===== config.mk =====
export PLATFORM = sky130hd
export DESIGN_NAME = drv_fault_sup
export DESIGN_NICKNAME = d
export VERILOG_FILES = /design/src/rtl/drv_fault_pkg.sv /design/src/rtl/drv_hyst_cmp.sv /design/src/rtl/drv_short_latch.sv /design/src/rtl/drv_fault_sup.sv
export SDC_FILE = /design/constraint.sdc
export NUM_CORES = 1
export LEC_CHECK = 0
export ABC_AREA = 1
export BUFFER_PORTS_ARGS = -buffer_cell sky130_fd_sc_hd__buf_2
export CORE_AREA = 4 4 41 43
export CTS_CLUSTER_SIZE = 16
export DETAILED_ROUTE_END_ITERATION = 10
export DIE_AREA = 0 0 45 47
export PLACE_DENSITY = 0.54
export RECOVER_POWER = 25
export SYNTH_ARGS = -nofsm -noshare
export SYNTH_HDL_FRONTEND = slang
export SYNTH_SLANG_ARGS = --single-unit

===== constraint.sdc =====
create_clock -name clk -period 0.91 [get_ports clk]
set_clock_uncertainty 0.2 [all_clocks]
set_input_delay 0.091 -clock clk [delete_from_list [all_inputs] [get_ports clk]]
set_output_delay 0.091 -clock clk [all_outputs]
set_load 0.005 [all_outputs]

===== src/rtl/drv_fault_pkg.sv =====
package drv_fault_pkg;
  // Active-high fault state held by the supervisor
  typedef struct packed {
    logic short_lat;
    logic hot;
    logic undervolt;
    logic pump_weak;
  } fault_state_t;
endpackage


===== src/rtl/drv_hyst_cmp.sv =====
// Two-threshold comparator with a registered state.
// TRIP_HIGH=1: trips at code >= TRIP_LVL, releases at code < REL_LVL.
// TRIP_HIGH=0: trips at code < TRIP_LVL, releases at code >= REL_LVL.
module drv_hyst_cmp #(
  parameter int W         = 8,
  parameter int TRIP_LVL  = 165,
  parameter int REL_LVL   = 150,
  parameter bit TRIP_HIGH = 1'b1,
  parameter bit RST_VAL   = 1'b0
) (
  input  logic         clk,
  input  logic         rst_n,
  input  logic [W-1:0] code,
  output logic         tripped
);
  localparam logic [W-1:0] TripC = W'(TRIP_LVL);
  localparam logic [W-1:0] RelC  = W'(REL_LVL);

  logic do_trip, do_rel;

  generate
    if (TRIP_HIGH) begin : g_high
      assign do_trip = (code >= TripC);
      assign do_rel  = (code <  RelC);
    end else begin : g_low
      assign do_trip = (code <  TripC);
      assign do_rel  = (code >= RelC);
    end
  endgenerate

  always_ff @(posedge clk or negedge rst_n) begin
    if (!rst_n)       tripped <= RST_VAL;
    else if (do_trip) tripped <= 1'b1;
    else if (do_rel)  tripped <= 1'b0;
  end
endmodule


===== src/rtl/drv_short_latch.sv =====
// Sticky short-circuit fault; sleep request clears it and masks new flags.
module drv_short_latch #(
  parameter int N = 4
) (
  input  logic         clk,
  input  logic         rst_n,
  input  logic [N-1:0] flag,
  input  logic         awake,
  output logic         latched
);
  logic any_flag;
  assign any_flag = |flag;

  always_ff @(posedge clk or negedge rst_n) begin
    if (!rst_n)        latched <= 1'b0;
    else if (!awake)   latched <= 1'b0;
    else if (any_flag) latched <= 1'b1;
  end
endmodule


===== src/rtl/drv_fault_sup.sv =====
module drv_fault_sup #(
  parameter int N_BRIDGE = 4,
  parameter int SUP_W    = 6,
  parameter int TEMP_W   = 8,
  parameter int UV_RISE  = 38,
  parameter int UV_FALL  = 36,
  parameter int OT_SET   = 165,
  parameter int OT_CLR   = 150
) (
  input  logic                clk,
  input  logic                rst_n,
  input  logic [N_BRIDGE-1:0] ocp_flag,
  input  logic [SUP_W-1:0]    vsup_code,
  input  logic                cp_low,
  input  logic [TEMP_W-1:0]   temp_code,
  input  logic                sleep_n,
  output logic                out_en,
  output logic                cp_en,
  output logic                fault_n
);
  import drv_fault_pkg::*;

  fault_state_t st;
  logic         awake_q;

  drv_short_latch #(.N(N_BRIDGE)) u_short (
    .clk(clk), .rst_n(rst_n), .flag(ocp_flag), .awake(sleep_n),
    .latched(st.short_lat)
  );

  drv_hyst_cmp #(
    .W(TEMP_W), .TRIP_LVL(OT_SET), .REL_LVL(OT_CLR),
    .TRIP_HIGH(1'b1), .RST_VAL(1'b0)
  ) u_therm (
    .clk(clk), .rst_n(rst_n), .code(temp_code), .tripped(st.hot)
  );

  drv_hyst_cmp #(
    .W(SUP_W), .TRIP_LVL(UV_FALL), .REL_LVL(UV_RISE),
    .TRIP_HIGH(1'b0), .RST_VAL(1'b1)
  ) u_uvlo (
    .clk(clk), .rst_n(rst_n), .code(vsup_code), .tripped(st.undervolt)
  );

  always_ff @(posedge clk or negedge rst_n) begin
    if (!rst_n) begin
      st.pump_weak <= 1'b0;
      awake_q      <= 1'b0;
    end else begin
      st.pump_weak <= cp_low;
      awake_q      <= sleep_n;
    end
  end

  assign out_en  = awake_q && (st == '0);
  assign cp_en   = awake_q;
  assign fault_n = ~st.short_lat;
endmodule


Word-level counts from Yosys, hierarchy flattened
Cells that the tools add are included.
{"block": "totals", "register_bits": 5, "inputBits": 22, "output_inout_bits": 3, "word_cells": 22}
{"block": "classes", "magnitude_cmp": 4, "n_eq_ne": 1, "muxes": 6, "bitwise_logic": 1, "n_reduce_logical": 5}
{"operator": "8-bit greater-or-equal comparator (second input constant)", "count": 1}
{"operator": "8-bit < comparator (second input constant)", "count": 1}
{"operator": "6-bit greater-or-equal comparator (second input constant)", "count": 1}
{"operator": "6-bit < comparator (second input constant)", "count": 1}
{"operator": "1-bit two-way mux", "count": 6}
{"operator": "4-bit zero test", "count": 1}
{"operator": "2-bit nonzero test", "count": 2}
{"operator": "4-bit OR reduction", "count": 1}
{"operator": "2-bit by 1-bit != test with 1-bit output (second input constant)", "count": 1}
{"operator": "1-bit logical AND", "count": 1}
{"operator": "1-bit inverter", "count": 1}

Depth between registers and ports, before layout
{"block": "depth", "ltp_word": 3, "ltp_mapped": 6, "mapped_depth_nobuf": 6}

Hierarchy
From an unflattened synthesis, not the netlist that was laid out.
{"block": "unflattened", "cells_unflattened": 38, "area_unflattened_um2": 255.2}
{"mod": "drv_hyst_cmp (u_therm)", "n_inst": 1, "cells_each": 16, "area_each_um2": 82.6, "seq_area_each_um2": 25.0}
{"mod": "drv_fault_sup", "n_inst": 1, "cells_each": 8, "area_each_um2": 72.6, "seq_area_each_um2": 50.0}
{"mod": "drv_hyst_cmp (u_uvlo)", "n_inst": 1, "cells_each": 7, "area_each_um2": 51.3, "seq_area_each_um2": 26.3}
{"mod": "drv_short_latch", "n_inst": 1, "cells_each": 7, "area_each_um2": 48.8, "seq_area_each_um2": 25.0}

Least setup slack after synthesis
OpenSTA, ideal clock, no wires.
{"block": "synth_timing", "path_type": "register -> register", "start": "register u_uvlo.tripped (netlist name)", "end": "register u_uvlo.tripped", "setup_ns": 0.060, "arrival_ns": 0.731, "required_time_ns": 0.650, "slack_ns": -0.081, "path_stages_with_launch": 5, "n_path_buf": 0, "period_less_slack_ns": 0.991, "cell_sequence": "dfstp_2 > inv_1 > o21ai_1 > nand2_1 > nand2_1"}
{"item": "end signal: assignment", "line": "drv_hyst_cmp.sv:32", "rtl": "if (!rst_n) tripped <= RST_VAL;"}
{"item": "end signal: assignment", "line": "drv_hyst_cmp.sv:33", "rtl": "else if (do_trip) tripped <= 1'b1;"}
{"item": "end signal: assignment", "line": "drv_hyst_cmp.sv:34", "rtl": "else if (do_rel) tripped <= 1'b0;"}
{"item": "end: declaration", "line": "drv_hyst_cmp.sv:14", "rtl": "output logic tripped"}

Final worst setup path
{"block": "layout_timing", "start": "register u_therm.tripped", "end": "output out_en"}
{"block": "layout_via", "elab_chain_cells": 2}
{"item": "start: declaration", "line": "drv_hyst_cmp.sv:14"}
{"item": "start signal: assignment", "line": "drv_hyst_cmp.sv:32"}
{"item": "start signal: assignment", "line": "drv_hyst_cmp.sv:33"}
{"item": "start signal: assignment", "line": "drv_hyst_cmp.sv:34"}
{"item": "4-bit zero test", "line": "drv_fault_sup.sv:55", "rtl": "assign out_en = awake_q && (st == '0);"}
{"item": "1-bit logical AND", "line": "drv_fault_sup.sv:55"}
{"item": "end: declaration", "line": "drv_fault_sup.sv:17", "rtl": "output logic out_en,"}
Every way passes these cells.

==> flow_summary.json <==
{
  "hold_viol": 3,
  "max_clock_freq_ghz": 0.778,
  "via_per_inst": 3.73,
  "synth_fa_ha_area_share_pct": 0,
  "r2r_start": "u_therm.tripped",
  "dp_hpwl_um": 485,
  "grt_pass1_vias": 360,
  "netlist-cell-type-count": 9,
  "drt_iter0_drc": 1,
  "rr_endpoint": "u_therm.tripped",
  "internal-power_mw": 0.496,
  "die_area_um2": 2120,
  "violations": "hold timing, setup timing",
  "required_ns": 0.62,
  "portBuffers": 23,
  "ys_seq_area_share_pct": 52.1,
  "yosysTopAreaCell": "dfrtp_1",
  "gp_congestion": 0.634,
  "clkLatencyLatePin_ns": 0.23,
  "grt_usage_pct": 7.79,
  "final_nets": 94,
  "crit_fanout": 2,
  "slew_headroom_pct": 82.7,
  "grt_pass1_wl_um": 1170,
  "ys_warn_count": 0,
  "drc_errors": 0,
  "antenna_found_initial": 0,
  "switching_power_mw": 0.144,
  "maxCapViolCount": 0,
  "fin_util_pct": 40.5,
  "finalCritPeriodShare_pct": 141,
  "slew_violations": 0,
  "min_path_cells": 4,
  "cts_max_level": 1,
  "min_path_type": "in -> reg",
  "start_util_pct": 18.7,
  "io_pins": 25,
  "rsz0062_at_grt": "yes",
  "cts.clk_slew.worst_paths_ns": 0.04,
  "synthCells": 34,
  "crit_type": "reg -> out",
  "numCtsBuffers": 3,
  "p_leak_nw": 0.301,
  "vdd_drop_max_v": 0.000795,
  "rows": 13,
  "power_density_nw_per_um2": 1220,
  "fin_crit_ns": 1.28,
  "die_h_um": 47,
  "clockBufferDepth": 2,
  "min_from": "vsup_code[3]",
  "n_antenna_cell": 0,
  "comb_power_share_pct": 22.5,
  "arrival_ns": 0.99,
  "synth_top_area_share_pct": 41.2,
  "power.total_mw": 0.640,
  "core_um2": 1300,
  "dp_slack_ns": -0.138,
  "area_growth_pct": 117,
  "postRouteAntennaNets": 0,
  "wirelength_um": 697,
  "synth_xor_area_share_pct": 0,
  "synth_area_um2": 243,
  "grt_max_degree": 6,
  "synthTopCellsByArea": "dfrtp_1, nand2_1, dfstp_2, inv_1, nor2_1",
  "clkPwrFrac_pct": 38.9,
  "avgRoutedWirePerCell_um": 8.10,
  "gr-total-overflow": 0,
  "p_sw_share_pct": 22.5,
  "status": "finished, violations left",
  "yosys-mux-area-fraction_pct": 0,
  "fin_setup_tns_ns": -1.53,
  "crit_path_start": "u_therm.tripped",
  "synth_top_family_by_area": "simple AND/OR/NAND/NOR gates",
  "crit_path_start_kind": "register",
  "cts.sinks": 5,
  "setup_ws_ns": -0.375,
  "p_seq_share_pct": 38.6,
  "avgSynthCellArea_um2": 7.14,
  "worstRegToRegCells": 8,
  "clock_tree.root_cell": "clkbuf_4",
  "drive_above_1_share_pct": 52.1,
  "tightest_slew_ns": 0.259,
  "layout_commonest_cell": "buf_2",
  "die_x_um": 45,
  "cts_tree": "yes",
  "num_vias": 321,
  "synth-simple-area-share_pct": 35.1,
  "r2r_setup_slack_ns": -0.32,
  "cp-end-kind": "primary output",
  "setup_viol": 6,
  "hold_end": "u_uvlo.tripped",
  "syn_nets": 56,
  "dr.pass1.iters": 4,
  "ys_ff_latch": 5,
  "synth-compound-area-share_pct": 2.06,
  "hold_slack_ns": -0.144,
  "final_cell_mix": "buf_2, nand2_1, inv_1, dlygate4sd3_1, buf_6",
  "cts_hold_buffers": 5
}
## worst max-delay path by stage
stage,slack [ns],depth (start not counted),end
3_5_place_dp,-0.14,4,out_en
4_1_cts,-0.39,4,out_en
2_1_floorplan,-0.08,4,u_uvlo.tripped
6_report,-0.37,4,out_en
5_1_grt,-0.46,4,out_en
3_3_place_gp,-0.15,4,out_en
## cells in the mapped netlist
library cell / number
o21ai_1: 1
nand2_1: 12
nor3_1: 1
nand3_1: 2
dfstp_2: 1
inv_1: 7
nand2_2: 1
nor2_1: 5
dfrtp_1: 4
## registers in the layout, summed over array words and instances (netlist names)
signal and count:
u_therm.tripped 1, u_short.latched 1, st 1, cp_en 1, u_uvlo.tripped 1
## power groups by stage
| stage | Clock [mW] | Sequential [mW] | Combinational, mW |
|---|---|---|---|
| 2_1_floorplan | 0 | 0.248 | 0.0322 |
| 3_3_place_gp | 0 | 0.249 | 0.0897 |
| 3_5_place_dp | 0 | 0.249 | 0.0905 |
| 4_1_cts | 0.259 | 0.246 | 0.128 |
| 5_1_grt | 0.270 | 0.248 | 0.164 |
| 6_report | 0.249 | 0.247 | 0.144 |
## stage by stage
stage / instances / hold slack [ns] / instance area [µm²]
finish: 86 / -0.144 / 527
global route: 86 / -0.112 / 527
CTS: 85 / -0.147 / 502
detailed placement: 73 / -0.291 / 384
global placement: 73 / -0.292 / 384
floorplan: 34 / -0.405 / 243
## layout make-up
class / instances / area, µm²
clock buffers: 4 / 26.3
well taps: 15 / 18.8
flip-flops and latches: 5 / 126
multi-input cells: 22 / 101
inverters: 7 / 28.8
fillers: 145 / 774
repair buffers: 33 / 225
## worst max-delay path, stage by stage, from the launching register on
cell     delay, ns
dfrtp_1       0.37
nor2_1        0.08
nand2_1       0.06
nor3_1        0.11
buf_2         0.14
## layer usage
| metal | share of wire (%) | wire [µm] | GRT usage [%] |
|---|---|---|---|
| met5 | 0 | 0 | 0 |
| met4 | 0 | 0 | 7.02 |
| met3 | 11 | 74 | 1.15 |
| met2 | 53 | 370 | 13.8 |
| met1 | 36 | 253 | 7.87 |
## kinds of logic after synthesis
| logic type | Yosys count |
|---|---|
| and+or+nand+nor | 21 |
| buffers and inverters | 7 |
| DFF | 5 |
| AOI/OAI and AO/OA | 1 |
## timing repair
action                                 in CTS  in global routing
endpoints found under the hold margin      10                  3
cloned                                      0                  0
setup endpoints to repair                   6                  6
pin swaps                                   1                  3
buffers inserted                            3                  1
gates resized for setup                     5                  6
Power figures use the tool's default switching activity.
